## src/rtl/i2c_cmd_pkg.sv

```systemverilog
package i2c_cmd_pkg;
  typedef enum logic [1:0] {
    ST_IDLE  = 2'd0,
    ST_START = 2'd1,
    ST_BIT   = 2'd2,
    ST_STOP  = 2'd3
  } bus_state_e;

  localparam int unsigned BYTE_W    = 8;
  localparam int unsigned NUM_BYTES = 3;
  localparam logic [BYTE_W-1:0] CTRL_CMD  = 8'h00;
  localparam logic [BYTE_W-1:0] CTRL_DATA = 8'h40;
endpackage

```

## src/rtl/i2c_rst_sync.sv

```systemverilog
module i2c_rst_sync #(
  parameter int unsigned STAGES = 2
) (
  input  logic clk,
  input  logic arst_n,
  output logic rst_n
);
  logic [STAGES-1:0] chain_q;

  always_ff @(posedge clk or negedge arst_n) begin
    if (!arst_n) chain_q <= '0;
    else         chain_q <= {chain_q[STAGES-2:0], 1'b1};
  end

  assign rst_n = chain_q[STAGES-1];
endmodule

```

## src/rtl/i2c_sync2.sv

```systemverilog
module i2c_sync2 #(
  parameter logic RST_VAL = 1'b1
) (
  input  logic clk,
  input  logic rst_n,
  input  logic d,
  output logic q
);
  logic meta_q, stab_q;

  always_ff @(posedge clk or negedge rst_n) begin
    if (!rst_n) begin
      meta_q <= RST_VAL;
      stab_q <= RST_VAL;
    end else begin
      meta_q <= d;
      stab_q <= meta_q;
    end
  end

  assign q = stab_q;
endmodule

```

## src/rtl/i2c_quarter_timer.sv

```systemverilog
module i2c_quarter_timer #(
  parameter int unsigned QUARTER = 125
) (
  input  logic clk,
  input  logic rst_n,
  input  logic run,
  output logic tick
);
  localparam int unsigned CW = (QUARTER > 1) ? $clog2(QUARTER) : 1;
  localparam logic [CW-1:0] LAST = CW'(QUARTER - 1);

  logic [CW-1:0] cnt_q, cnt_d;

  assign tick = run && (cnt_q == LAST);

  always_comb begin
    cnt_d = cnt_q;
    if (!run)      cnt_d = '0;
    else if (tick) cnt_d = '0;
    else           cnt_d = cnt_q + 1'b1;
  end

  always_ff @(posedge clk or negedge rst_n) begin
    if (!rst_n) cnt_q <= '0;
    else        cnt_q <= cnt_d;
  end


  tick_period_chk: assert property (@(posedge clk) disable iff (!rst_n)
    tick |=> !tick);
endmodule

```

## src/rtl/i2c_cmd_master.sv

```systemverilog
module i2c_cmd_master
  import i2c_cmd_pkg::*;
#(
  parameter int unsigned QUARTER     = 125,
  parameter logic [6:0]  TARGET_ADDR = 7'h3C
) (
  input  logic        clk,
  input  logic        arst_n,
  input  logic        req_valid,
  output logic        req_ready,
  input  logic        req_is_data,
  input  logic [7:0]  req_byte,
  output logic        scl_oe,
  output logic        sda_oe,
  input  logic        sda_in,
  output logic        busy,
  output logic        done,
  output logic        nack_error
);
  localparam int unsigned SHW      = BYTE_W * NUM_BYTES;
  localparam int unsigned SLOTS    = BYTE_W + 1;
  localparam int unsigned BIT_CW   = $clog2(SLOTS);
  localparam int unsigned BYTE_CW  = $clog2(NUM_BYTES);
  localparam logic [BIT_CW-1:0]  ACK_SLOT  = BIT_CW'(SLOTS - 1);
  localparam logic [BYTE_CW-1:0] LAST_BYTE = BYTE_CW'(NUM_BYTES - 1);

  logic rst_n, sda_s, tick, accept, ack_slot;

  bus_state_e           state_q, state_d;
  logic [1:0]           phase_q, phase_d;
  logic [BIT_CW-1:0]    bit_q, bit_d;
  logic [BYTE_CW-1:0]   byte_q, byte_d;
  logic [SHW-1:0]       shift_q, shift_d;
  logic                 scl_q, scl_d, sda_q, sda_d;
  logic                 nack_q, nack_d, done_q, done_d;

  i2c_rst_sync #(.STAGES(2)) rst_sync_i (
    .clk(clk), .arst_n(arst_n), .rst_n(rst_n)
  );

  i2c_sync2 #(.RST_VAL(1'b1)) sda_sync_i (
    .clk(clk), .rst_n(rst_n), .d(sda_in), .q(sda_s)
  );

  i2c_quarter_timer #(.QUARTER(QUARTER)) timer_i (
    .clk(clk), .rst_n(rst_n), .run(state_q != ST_IDLE), .tick(tick)
  );

  assign accept   = req_valid && (state_q == ST_IDLE);
  assign ack_slot = (bit_q == ACK_SLOT);

  always_comb begin
    state_d = state_q;
    phase_d = phase_q;
    bit_d   = bit_q;
    byte_d  = byte_q;
    shift_d = shift_q;
    scl_d   = scl_q;
    sda_d   = sda_q;
    nack_d  = nack_q;
    done_d  = 1'b0;
    unique case (state_q)
      ST_IDLE: begin
        if (accept) begin
          state_d = ST_START;
          phase_d = 2'd0;
          bit_d   = '0;
          byte_d  = '0;
          nack_d  = 1'b0;
          shift_d = {TARGET_ADDR, 1'b0,
                     (req_is_data ? CTRL_DATA : CTRL_CMD), req_byte};
        end
      end
      ST_START: begin
        if (tick) begin
          phase_d = phase_q + 2'd1;
          if (phase_q == 2'd0) sda_d = 1'b1;
          if (phase_q == 2'd3) begin
            state_d = ST_BIT;
            scl_d   = 1'b1;
          end
        end
      end
      ST_BIT: begin
        if (tick) begin
          phase_d = phase_q + 2'd1;
          case (phase_q)
            2'd0: sda_d = ack_slot ? 1'b0 : ~shift_q[SHW-1];
            2'd1: scl_d = 1'b0;
            2'd3: begin
              scl_d = 1'b1;
              if (ack_slot) begin
                bit_d = '0;
                if (sda_s) begin
                  nack_d  = 1'b1;
                  state_d = ST_STOP;
                end else if (byte_q == LAST_BYTE) begin
                  state_d = ST_STOP;
                end else begin
                  byte_d = byte_q + 1'b1;
                end
              end else begin
                bit_d   = bit_q + 1'b1;
                shift_d = {shift_q[SHW-2:0], 1'b0};
              end
            end
            default: ;
          endcase
        end
      end
      ST_STOP: begin
        if (tick) begin
          phase_d = phase_q + 2'd1;
          case (phase_q)
            2'd0: sda_d = 1'b1;
            2'd1: scl_d = 1'b0;
            2'd3: begin
              sda_d   = 1'b0;
              state_d = ST_IDLE;
              done_d  = 1'b1;
            end
            default: ;
          endcase
        end
      end
      default: state_d = ST_IDLE;
    endcase
  end

  always_ff @(posedge clk or negedge rst_n) begin
    if (!rst_n) begin
      state_q <= ST_IDLE;
      phase_q <= 2'd0;
      bit_q   <= '0;
      byte_q  <= '0;
      shift_q <= '0;
      scl_q   <= 1'b0;
      sda_q   <= 1'b0;
      nack_q  <= 1'b0;
      done_q  <= 1'b0;
    end else begin
      state_q <= state_d;
      phase_q <= phase_d;
      bit_q   <= bit_d;
      byte_q  <= byte_d;
      shift_q <= shift_d;
      scl_q   <= scl_d;
      sda_q   <= sda_d;
      nack_q  <= nack_d;
      done_q  <= done_d;
    end
  end

  assign req_ready  = (state_q == ST_IDLE);
  assign busy       = (state_q != ST_IDLE);
  assign scl_oe     = scl_q;
  assign sda_oe     = sda_q;
  assign done       = done_q;
  assign nack_error = nack_q;


  sda_while_low_chk: assert property (@(posedge clk) disable iff (!rst_n)
    (state_q == ST_BIT && !$stable(sda_oe)) |-> (scl_oe && $past(scl_oe)));


  ready_idle_chk: assert property (@(posedge clk) disable iff (!rst_n)
    req_ready |-> (!scl_oe && !sda_oe && !busy));


  accept_busy_chk: assert property (@(posedge clk) disable iff (!rst_n)
    (req_valid && req_ready) |=> (busy && !nack_error));


  done_single_chk: assert property (@(posedge clk) disable iff (!rst_n)
    done |=> !done);


  stop_release_chk: assert property (@(posedge clk) disable iff (!rst_n)
    $fell(busy) |-> (done && !sda_oe && $past(sda_oe) && !$past(scl_oe)));


  nack_hold_chk: assert property (@(posedge clk) disable iff (!rst_n)
    (nack_error && !(req_valid && req_ready)) |=> nack_error);
endmodule

```

## config.mk

```make
export PLATFORM = sky130hd
export DESIGN_NAME = i2c_cmd_master
export DESIGN_NICKNAME = d
export VERILOG_FILES = /design/src/rtl/i2c_cmd_pkg.sv /design/src/rtl/i2c_rst_sync.sv /design/src/rtl/i2c_sync2.sv /design/src/rtl/i2c_quarter_timer.sv /design/src/rtl/i2c_cmd_master.sv
export SDC_FILE = /design/constraint.sdc
export NUM_CORES = 1
export LEC_CHECK = 0
export ABC_AREA = 1
export BUFFER_PORTS_ARGS = -buffer_cell sky130_fd_sc_hd__buf_2
export CORE_MARGIN = 4
export CORE_UTILIZATION = 45
export DETAILED_ROUTE_END_ITERATION = 16
export PLACE_DENSITY = 0.63
export SLEW_MARGIN = 20
export SYNTH_ARGS = -nofsm -noshare
export SYNTH_HDL_FRONTEND = slang
export SYNTH_HIERARCHICAL = 1
export SYNTH_SLANG_ARGS = --single-unit
export TNS_END_PERCENT = 100
```

## constraint.sdc

```tcl
create_clock -name clk -period 3.75 [get_ports clk]
set_input_delay 0.1875 -clock clk [delete_from_list [all_inputs] [get_ports clk]]
set_output_delay 0.1875 -clock clk [all_outputs]
set_load 0.05 [all_outputs]
```

# == Word-level counts from Yosys, hierarchy flattened ==
# Index checks and enable logic that the tools add are counted.
# op_classes
addsub,4
eq_ne,27
muxes,57
bitwise_logic,1
n_reduce_logical,16
# op_table
op,count
$mux 24,4
$pmux 24 s2,1
$mux 2,17
$ne 2x2->1 const B,12
$mux 7,3
$reduce_and 7->1,3
$mux 1,19
$mux 4,4
$reduce_and 9->1,1
$eq 2x2->1 const B,4
$ne 2x1->1 const B,4
$pmux 2 s2,2
$pmux 2 s4,1
$pmux 4 s2,1
$add 7x1->7 const B,1
$eq 7x7->1 const B,1
$ne 3x3->1 const B,2
$pmux 1 s2,3
$pmux 1 s3,2
$reduce_and 6->1,1
$reduce_and 5->1,1
$add 2x1->2 const B,2
$add 4x1->4 const B,1
$eq 2x1->1 const B,2
10 further kinds,13
# totals
register_bits,49
inputBits,13

# == Depth between registers and ports, before layout ==
# Gate-level depths: netlist of the first run.
# logic_depth
ltp_word,7
depth_mapped,15
ltp_nobuf,13

# == Cells and area by module ==
# Netlist of the first run, hierarchy kept.
# modules_own_cells
module,instances,cells_each,area_per_inst_um2,seq_area_each_um2
i2c_cmd_master,1,229,2079.5,950.9
i2c_quarter_timer,1,53,384.1,175.2
i2c_rst_sync,1,3,53.8,50.0
i2c_sync2,1,2,52.6,52.6

# == Worst setup path after synthesis of the first run ==
# OpenSTA, ideal clock, no wires.
# synth_path
kind,register to register
startpoint,register state_q[0]
endpoint,register shift_q[7]
setup_ns,0.122
arrival_time_ns,2.358
required_ns,3.628
path_slack_ns,1.270
path_stages_with_launch,15
period_less_slack_ns,2.480
cell_sequence,dfrtp_1 inv_1 ha_1 inv_2 inv_1 nor2_1 inv_1 nand2_2 nand2_4 nor2_8 o21ai_2 buf_6 buf_6 nand2_2 o21ai_2
# synth_between
elab_chain_len,4
elab_cells_between_ends,12
# synth_rtl
item,line,source
"start, declared",i2c_cmd_master.sv:29,"bus_state_e state_q, state_d;"
"start signal, assigned",i2c_cmd_master.sv:142,state_q <= state_d;
$logic_not 2->1 (*),n/a,
via req_ready,i2c_cmd_master.sv:10,"output logic req_ready,"
$logic_and 1x1->1,i2c_cmd_master.sv:49,assign accept = req_valid && (state_q == ST_IDLE);
$ne 2x1->1 (no source line),n/a,
$reduce_and 5->1 (no source line),n/a,
"end signal, assigned",i2c_cmd_master.sv:146,shift_q <= shift_d;
"end, declared",i2c_cmd_master.sv:33,"logic [SHW-1:0] shift_q, shift_d;"
# Mark *: on every way through the listed nets, which the timed path passes. The rest lies on a longest branch.
# A chain may end at the register's enable or synchronous reset.

# == Worst setup path after layout of the first run ==
# layout_path
startpoint,register state_q[0]
endpoint,register shift_q[4]
# layout_between
elab_chain_len,4
elab_cells_between_ends,12
# layout_rtl
item,line,source
$reduce_bool 2->1,i2c_cmd_master.sv:46,".clk(clk), .rst_n(rst_n), .run(state_q != ST_IDLE), .tick(tick)"
$logic_and 1x1->1,i2c_quarter_timer.sv:14,assign tick = run && (cnt_q == LAST);
via tick,i2c_cmd_master.sv:27,"logic rst_n, sda_s, tick, accept, ack_slot;"
$ne 2x2->1 (no source line),n/a,
$reduce_and 5->1 (no source line),n/a,
# The timed path passes the listed nets, and every way through them passes these cells.

==> flow_metrics.py, run 1 <==
metrics = {
    "drt": {
        "drcViolationCount": 0,
        "first_pass_iters": 4,
        "wl_per_cell_um": 11.4,
        "num_vias": 1795,
        "drtIter0Drc": 52,
        "drt-vias-per-instance": 4.72,
        "ant_nets": 0,
        "wl_um": 4320,
    },
    "cells_and_area": {
        "drive_gt1_frac": 0.211,
        "areaGrowthSynthToFinish_pct": 9.15,
        "regArea_sq_um": 1230,
        "final_area_sq_um": 2810,
        "multi_input_area_sq_um": 1150,
        "nFillCells": 531,
        "final_cell_mix": "nand2_1, dfrtp_1, inv_1",
        "diodes": 0,
        "final_nets": 334,
        "final_util": 0.509,
        "layout_commonest_cell": "nand2_1",
    },
    "worst_setup_path": {
        "cpLargestDelayFamily": "simple AND/OR/NAND/NOR gates",
        "path_cells": "inv_1 > ha_1 > inv_2 > inv_1 > nor2_1 > inv_1 > nand2_2 > nand2_4 > nor2_8 > o21ai_4 > buf_4 > nand2_1 > o21ai_2",
        "worst_ep_arrival_time_ns": 2.64,
        "crit_fanout": 29,
        "cpMostUsedCell": "inv_1",
        "worst_ep_required_time_ns": 3.93,
        "setup.worst_path.end_class": "register",
        "critPathLaunchType": "register",
        "path_class": "reg2reg",
        "crit_buf_inv": 5,
        "slowest_stage": "dfrtp_1",
        "cpPeakStageDelay_ns": 0.41,
    },
    "clocking": {
        "ctsResizeCount": 0,
        "clk-insertion-delay-late_ns": 0.30,
        "post_cts_buffers": 0,
        "cts_max_level": 2,
        "numCtsBuffers": 5,
        "cts_buffer_depth": 2,
        "clk_pin_slew_ns": 0.09,
        "cts.sinks": 49,
        "cts_tree": "yes",
        "cts-root-buf": "clkbuf_8",
    },
    "timing": {
        "worst_slew_margin_rel": 0.592,
        "tightest_slew_ns": 0.612,
        "hold_viol_final": 0,
        "final.setup.tns_ns": 0,
        "rsz0062_at_grt": "no",
        "period_needed_ns": 2.46,
        "fmax_ghz": 0.407,
        "finalCritPeriodShare": 0.656,
        "fin_skew_ns": 0.00635,
        "drv_slew": 0,
        "finalSetupViolations": 0,
    },
    "grt": {
        "grt_pass1_vias": 1721,
        "grt.total_usage": 0.133,
        "grt_overflow": 0,
        "grt_pass1_wl_um": 7720,
        "grt_start_max_net_pins": 48,
        "antenna_found_initial": 0,
    },
    "placed_design": {
        "place_area_sq_um": 2700,
        "place_hpwl_um": 3120,
        "gp_congestion": 0.850,
        "port_buffers": 18,
    },
    "logic_synthesis": {
        "synth_top_area_share": 0.458,
        "ys_ff_latch": 49,
        "yosysUniqueCellTypes": 28,
        "synth_area_sq_um": 2570,
        "yosys_warnings": 6,
        "synth_top_cells_by_area": "dfrtp_1, nand2_1, ha_1",
        "yosysTopAreaCell": "dfrtp_1",
        "synth.yosys.seq_area_share": 0.478,
        "syn-num-nets": 314,
        "synth_cells": 287,
        "avgSynthCellArea_sq_um": 8.95,
    },
    "floorplanning": {
        "dieArea_sq_um": 6980,
        "coreArea_sq_um": 5510,
        "start_util": 0.467,
        "fp.dieW_um": 83.6,
        "rows": 27,
        "fp.dieH_um": 83.6,
        "io_pins": 19,
    },
    "pwr": {
        "p_int_w": 0.00115,
        "leakagePower_nw": 1.35,
        "p_seq_frac": 0.369,
        "totalPowerFinal_w": 0.00214,
        "p_switching_w": 0.000984,
        "power.density_nw_per_um2": 761,
        "ir_worst_vdd_v": 0.000347,
        "combPwrFrac": 0.492,
        "power.share.clock": 0.140,
        "switching_share": 0.461,
    },
    "min_path": {
        "hp-class": "in2reg",
    },
    "status": {
        "status": "completed",
    },
    "run": {
        "maxCapViolations": 0,
    },
}
==> power groups by stage <==
stage,logic [W],registers (W),clock network (W)
after floorplan,0.000892,0.000830,0
after global placement,0.00105,0.000797,0
after detailed placement,0.00106,0.000799,0
after CTS,0.00106,0.000789,0.000316
after global routing,0.00119,0.000811,0.000346
final,0.00105,0.000788,0.000298
==> worst register-to-register path, delay by kind of cell, from the launching register on <==
family | cells | cell delay, ns
AND/OR/NAND/NOR | 5 | 0.72
flip-flops | 1 | 0.41
AO/OA/AOI/OAI | 2 | 0.22
buffers and inverters | 5 | 0.72
adder cells (fa/ha/maj) | 1 | 0.28
==> per-layer routing <==
layer / share of wire / global-route usage
met1: 0.50 / 0.182
met3: 0.028 / 0.0306
met5: 0 / 0
met4: 0.015 / 0.0482
met2: 0.45 / 0.205
==> cell families after synthesis <==
logic type / synth area share
AO/OA/AOI/OAI: 0.114
XOR/XNOR: 0.0102
adder cells (fa/ha/maj): 0.0682
buffers and inverters: 0.0759
flip-flops: 0.478
multiplexers: 0.0312
other: 0.00146
AND/OR/NAND/NOR: 0.221
==> worst paths after layout <==
kind,endpoint,cells after the start,slack (ns),startpoint
setup / recovery,shift_q[4]$_DFFE_PN0P_,13,1.29,state_q[0]$_DFFE_PN0P_
hold / removal,shift_q[0]$_DFFE_PN0P_,3,0.09,req_byte[0]
setup reg to reg,shift_q[4]$_DFFE_PN0P_,13,1.29,state_q[0]$_DFFE_PN0P_
hold reg to reg,timer_i/cnt_q[6]$_DFF_PN0_,0,0.34,rst_sync_i/chain_q[1]$_DFF_PN0_
max in group asynchronous,shift_q[18]$_DFFE_PN0P_,0,3.00,rst_sync_i/chain_q[1]$_DFF_PN0_
min in group asynchronous,rst_sync_i/chain_q[1]$_DFF_PN0_,2,0.19,arst_n
==> through the flow <==
stage / instances / setup slack (ns) / hold slack [ns]
5_1_grt: 380 / 1.05 / 0.0954
6_report: 380 / 1.29 / 0.0947
4_1_cts: 380 / 1.30 / 0.0844
2_1_floorplan: 287 / 1.27 / -0.108
3_5_place_dp: 370 / 1.31 / -0.0267
3_3_place_gp: 370 / 1.38 / -0.0271
==> cell type report <==
type / instances / area share
Tap cell: 72 / 0.0321
Sequential cell: 49 / 0.439
Clock buffer: 7 / 0.0272
Timing Repair Buffer: 22 / 0.0446
Multi-Input combinational cell: 197 / 0.411
Inverter: 32 / 0.0428
Clock inverter: 1 / 0.00268
==> flip-flops by register name, indices dropped and copies added, names as in the netlist <==
name,flops
bit_q,4
done,1
byte_q,2
timer_i/cnt_q,7
sda_sync_i/q,1
nack_error,1
state_q,2
shift_q,24
rst_sync_i/chain_q,2
sda_oe,1
phase_q,2
scl_oe,1
sda_sync_i/meta_q,1
==> repair_timing <==
action,in CTS,in global routing
endpoints found under the setup margin,0,0
hold buffers,2,0
hold endpoints to repair,3,0
==> synthesized netlist by cell type (all sizes together) <==
cell type,instances
nand2,77
dfrtp,47
dfstp,2
conb,1
buf,7
clkbuf,2
ha,14
mux2i,8
inv,32
xnor2,1
xor2,2
a21oi,5
nor2,29
nand3,13
nor3,2
o21a,1
o21ai,38
nand4,4
o21bai,2
No activity file was read; power rests on OpenSTA's default activity.
==> run 2: changes to the inputs <==
--- a/config.mk
+++ b/config.mk
@@ -10,7 +10,7 @@
 export CORE_MARGIN = 4
 export CORE_UTILIZATION = 45
 export DETAILED_ROUTE_END_ITERATION = 16
-export PLACE_DENSITY = 0.63
+export PLACE_DENSITY = 0.66
 export SLEW_MARGIN = 20
 export SYNTH_ARGS = -nofsm -noshare
 export SYNTH_HDL_FRONTEND = slang
==> constraint.sdc (replaced) <==
create_clock -name clk -period 2.2 [get_ports clk]
set_input_delay 0.11 -clock clk [delete_from_list [all_inputs] [get_ports clk]]
set_output_delay 0.11 -clock clk [all_outputs]
set_load 0.05 [all_outputs]
==> flow_metrics.py, run 2 (synthesis results as in run 1) <==
metrics = {
    "floorplanning": {
        "fp.dieW_um": 83.6,
        "io_pins": 19,
        "fp.dieH_um": 83.6,
        "coreArea_sq_um": 5510,
        "start_util": 0.467,
        "dieArea_sq_um": 6980,
        "rows": 27,
    },
    "cells_and_area": {
        "stdcell_count": 385,
        "nFillCells": 521,
        "top_regs": "shift_q (24), timer_i/cnt_q (7), bit_q (4)",
        "top_register": "shift_q",
        "multi_input_area_sq_um": 1160,
        "areaGrowthSynthToFinish_pct": 12.2,
        "largest_reg_flops": 24,
        "final_nets": 339,
        "layout_commonest_cell": "nand2_1",
        "regArea_sq_um": 1230,
        "final_cell_mix": "nand2_1, dfrtp_1, inv_1",
        "diodes": 0,
        "drive_gt1_frac": 0.233,
    },
    "grt": {
        "grt.total_usage": 0.135,
        "grt_pass1_vias": 1769,
        "grt_start_max_net_pins": 48,
        "antenna_found_initial": 0,
        "grt_overflow": 0,
        "grt_pass1_wl_um": 7870,
    },
    "drt": {
        "drcViolationCount": 0,
        "drt-vias-per-instance": 4.68,
        "drtIter0Drc": 70,
        "wl_per_cell_um": 11.4,
        "ant_nets": 0,
        "first_pass_iters": 4,
        "wl_um": 4380,
        "num_vias": 1801,
    },
    "clocking": {
        "numCtsBuffers": 5,
        "cts-root-buf": "clkbuf_8",
        "cts_max_level": 2,
        "cts_buffer_depth": 2,
        "cts_tree": "yes",
        "clk_pin_slew_ns": 0.10,
        "clk-insertion-delay-late_ns": 0.30,
        "cts.sinks": 49,
    },
    "pwr": {
        "switching_share": 0.457,
        "combPwrFrac": 0.508,
        "power.share.clock": 0.140,
        "ir_worst_vdd_v": 0.000649,
        "p_switching_w": 0.00174,
        "p_int_w": 0.00206,
        "totalPowerFinal_w": 0.00380,
        "p_seq_frac": 0.352,
        "leakagePower_nw": 1.39,
        "power.density_nw_per_um2": 1320,
    },
    "status": {
        "status": "completed",
    },
    "timing": {
        "fin_skew_ns": 0.00999,
        "tightest_slew_ns": 0.530,
        "fmax_ghz": 0.501,
        "hold_viol_final": 0,
        "drv_slew": 0,
        "finalSetupViolations": 0,
        "period_needed_ns": 2.00,
        "rsz0062_at_grt": "no",
        "final.setup.tns_ns": 0,
        "worst_slew_margin_rel": 0.647,
        "finalCritPeriodShare": 0.907,
    },
    "min_path": {
        "whs_path_depth": 3,
        "hold_end": "shift_q[0]$_DFFE_PN0P_",
        "hp-start": "req_byte[0]",
        "hp-class": "in2reg",
    },
    "worst_setup_path": {
        "r2r_cells": 13,
        "worst_ep_arrival_time_ns": 2.23,
        "crit_fanout": 47,
        "critPathLaunchType": "register",
        "worst_ep_required_time_ns": 2.43,
        "reg2reg_to": "shift_q[20]$_DFFE_PN0P_",
        "path_class": "reg2reg",
        "r2r_start": "state_q[0]$_DFFE_PN0P_",
        "r2r_setup_slack_ns": 0.20,
        "setup.worst_path.end_class": "register",
    },
    "run": {
        "maxCapViolations": 0,
    },
    "placed_design": {
        "post-place-cells": 373,
        "port_buffers": 18,
        "gp_congestion": 0.861,
        "place_hpwl_um": 3180,
    },
}
run 2: worst max path at each step:
stage	start	to	slack [ns]	cells past startpoint
finish	state_q[0]$_DFFE_PN0P_	shift_q[20]$_DFFE_PN0P_	0.20	13
global route	state_q[0]$_DFFE_PN0P_	shift_q[20]$_DFFE_PN0P_	0.02	13
CTS	state_q[0]$_DFFE_PN0P_	shift_q[2]$_DFFE_PN0P_	0.1	13
detailed placement	state_q[0]$_DFFE_PN0P_	shift_q[2]$_DFFE_PN0P_	0.11	13
global placement	state_q[0]$_DFFE_PN0P_	shift_q[2]$_DFFE_PN0P_	0.17	13
floorplan	state_q[0]$_DFFE_PN0P_	shift_q[7]$_DFFE_PN0P_	0.02	14
run 2: area by class of cell:
type | instances | share of cell area
inverters | 32 | 0.0434
multi-input cells | 197 | 0.404
clock buffers | 6 | 0.0252
flip-flops and latches | 49 | 0.427
well taps | 72 | 0.0313
repair buffers | 27 | 0.0651
clock inverters | 2 | 0.00477
run 2: critical path: stages, from the launching register on:
cell     delay, ns
dfrtp_1       0.42
inv_1         0.14
ha_2          0.29
inv_6         0.05
inv_1         0.10
nor2_4        0.06
inv_1         0.11
nand2_2       0.09
nand2_4       0.11
nor2_8        0.05
o21ai_4       0.06
buf_12        0.26
nand2_1       0.08
o21ai_1       0.08
run 2: repair_timing:
action                                  CTS  global route
endpoints found under the hold margin     3             0
buffers inserted                          0             2
hold buffers                              2             0
gates resized for setup                   0             2
endpoints found under the setup margin    0            27
run 2: per-stage QoR:
stage           util  area [sq um]  hold slack (ns)  worst slack [ns]
3_3_place_gp   0.500          2750           -0.103             0.169
4_1_cts        0.519          2860           0.0130            0.0972
2_1_floorplan      -          2580           -0.186            0.0175
3_5_place_dp   0.500          2750           -0.103             0.111
5_1_grt        0.524          2880           0.0333            0.0172
6_report       0.524          2880           0.0169             0.204
run 2: power by group through the flow:
stage          Combinational, W  Sequential [W]  Clock [W]
2_1_floorplan           0.00154         0.00141          0
3_3_place_gp            0.00189         0.00135          0
3_5_place_dp            0.00192         0.00136          0
4_1_cts                 0.00192         0.00134   0.000553
5_1_grt                 0.00218         0.00137   0.000589
6_report                0.00193         0.00134   0.000532
run 2: routing by layer:
layer	GRT usage	part of all wire	vias up
met3	0.0276	0.019	5
met1	0.177	0.50	823
met4	0.0395	0.013	0
met2	0.223	0.47	13
li1	-	-	960
met5	0	0	-
==> run 3: changes to the inputs <==
--- a/config.mk
+++ b/config.mk
@@ -7,7 +7,6 @@
 export LEC_CHECK = 0
 export ABC_AREA = 1
 export BUFFER_PORTS_ARGS = -buffer_cell sky130_fd_sc_hd__buf_2
-export CORE_MARGIN = 4
 export CORE_UTILIZATION = 45
 export DETAILED_ROUTE_END_ITERATION = 16
 export PLACE_DENSITY = 0.66
==> flow_metrics.py, run 3 (synthesis results as in run 1) <==
metrics = {
    "run": {
        "maxCapViolations": 0,
    },
    "min_path": {
        "hp-class": "in2reg",
        "whs_path_depth": 3,
    },
    "timing": {
        "worst_hold_slack_ns": 0.105,
        "hold_viol_final": 0,
        "rsz0062_at_grt": "no",
        "tightest_slew_ns": 0.592,
        "setup_ws_ns": 0.202,
        "drv_slew": 0,
        "finalCritPeriodShare": 0.908,
        "finalSetupViolations": 0,
        "fmax_ghz": 0.500,
        "fin_skew_ns": 0.00547,
        "worst_slew_margin_rel": 0.605,
        "final.setup.tns_ns": 0,
        "period_needed_ns": 2.00,
    },
    "cells_and_area": {
        "top_regs": "shift_q (24), timer_i/cnt_q (7), bit_q (4)",
        "final_nets": 342,
        "drive_gt1_frac": 0.234,
        "diodes": 0,
        "top_register": "shift_q",
        "areaGrowthSynthToFinish_pct": 12.5,
        "final_cell_mix": "nand2_1, dfrtp_1, inv_1",
        "largest_reg_flops": 24,
        "layout_commonest_cell": "nand2_1",
    },
    "worst_setup_path": {
        "r2r_cells": 13,
        "crit_fanout": 25,
        "critPathLaunchType": "register",
        "setup.worst_path.end_class": "register",
        "r2r_setup_slack_ns": 0.20,
        "worst_ep_required_time_ns": 2.43,
        "worst_ep_arrival_time_ns": 2.23,
        "path_class": "reg2reg",
    },
    "grt": {
        "grt_pass1_wl_um": 7780,
        "antenna_found_initial": 0,
        "grt_overflow": 0,
        "grt_pass1_vias": 1791,
        "grt_start_max_net_pins": 48,
        "grt.total_usage": 0.161,
    },
    "clocking": {
        "clk-insertion-delay-late_ns": 0.30,
        "cts-root-buf": "clkbuf_8",
        "cts_max_level": 2,
        "cts.sinks": 49,
        "cts_tree": "yes",
        "cts_buffer_depth": 2,
        "numCtsBuffers": 5,
        "clk_pin_slew_ns": 0.08,
    },
    "placed_design": {
        "place_hpwl_um": 3110,
        "gp_congestion": 0.774,
        "dp_slack_ns": 0.169,
        "port_buffers": 18,
    },
    "status": {
        "status": "completed",
    },
    "pwr": {
        "ir_worst_vdd_v": 0.000508,
        "leakagePower_nw": 1.40,
        "power.density_nw_per_um2": 1320,
    },
    "drt": {
        "wl_um": 4350,
        "drtIter0Drc": 59,
        "first_pass_iters": 5,
        "ant_nets": 0,
        "drt-vias-per-instance": 4.75,
        "drcViolationCount": 0,
        "wl_per_cell_um": 11.2,
        "num_vias": 1844,
    },
    "floorplanning": {
        "coreArea_sq_um": 5510,
        "fp.dieH_um": 77.6,
        "start_util": 0.467,
        "io_pins": 19,
        "fp.dieW_um": 77.6,
        "dieArea_sq_um": 6020,
        "rows": 27,
    },
}
run 3: per-stage QoR:
stage / utilization / area (sq um) / instances / total power, W
after floorplan: - / 2580 / 287 / 0.00295
after global placement: 0.501 / 2760 / 375 / 0.00325
after detailed placement: 0.501 / 2760 / 375 / 0.00329
after CTS: 0.521 / 2870 / 386 / 0.00383
after global routing: 0.525 / 2890 / 388 / 0.00415
final: 0.525 / 2890 / 388 / 0.00381
run 3: what timing repair did:
action / in CTS / in global routing
buffers inserted: 0 / 2
hold buffers: 3 / 0
setup endpoints to repair: 0 / 10
gates resized for setup: 0 / 2
endpoints found under the hold margin: 4 / 0
run 3: path summary, 6_finish.rpt:
check,from,to
worst max-delay path,state_q[1]$_DFFE_PN0P_,shift_q[2]$_DFFE_PN0P_
worst min-delay path,req_byte[4],shift_q[4]$_DFFE_PN0P_
worst max register to register,state_q[1]$_DFFE_PN0P_,shift_q[2]$_DFFE_PN0P_
worst min register to register,rst_sync_i/chain_q[1]$_DFF_PN0_,timer_i/cnt_q[2]$_DFF_PN0_
max in group asynchronous,rst_sync_i/chain_q[1]$_DFF_PN0_,state_q[1]$_DFFE_PN0P_
min in group asynchronous,arst_n,rst_sync_i/chain_q[1]$_DFF_PN0_
run 3: where the power goes:
group / internal (W) / switching (W) / total (W)
registers: 0.00116 / 0.000164 / 0.00133
logic: 0.000700 / 0.00127 / 0.00197
clock network: 0.000225 / 0.000288 / 0.000513
total: 0.00209 / 0.00172 / 0.00381
run 3: metal layers:
metal / GRT usage / routed length (um)
met2: 0.266 / 2000
met5: 0 / 0
met4: 0.0679 / 54
met3: 0.0247 / 54
met1: 0.208 / 2240
run 3: final cells by class:
type | instances | area, sq um
fill | 515 | 2620
sequential | 49 | 1230
multi-input combinational | 197 | 1160
timing repair buffer | 30 | 204
inverter | 32 | 125
tap | 72 | 90.1
clock buffer | 7 | 76.3
clock inverter | 1 | 7.51
run 3: critical path, cell delays in order (launching register included):
cell     delay [ns]
dfrtp_2        0.44
inv_1          0.11
ha_2           0.29
inv_6          0.06
inv_1          0.07
nor2_1         0.05
inv_1          0.11
nand2_2        0.09
nand2_4        0.11
nor2_8         0.05
o21ai_4        0.16
buf_12         0.24
nand2_1        0.08
o21ai_2        0.05
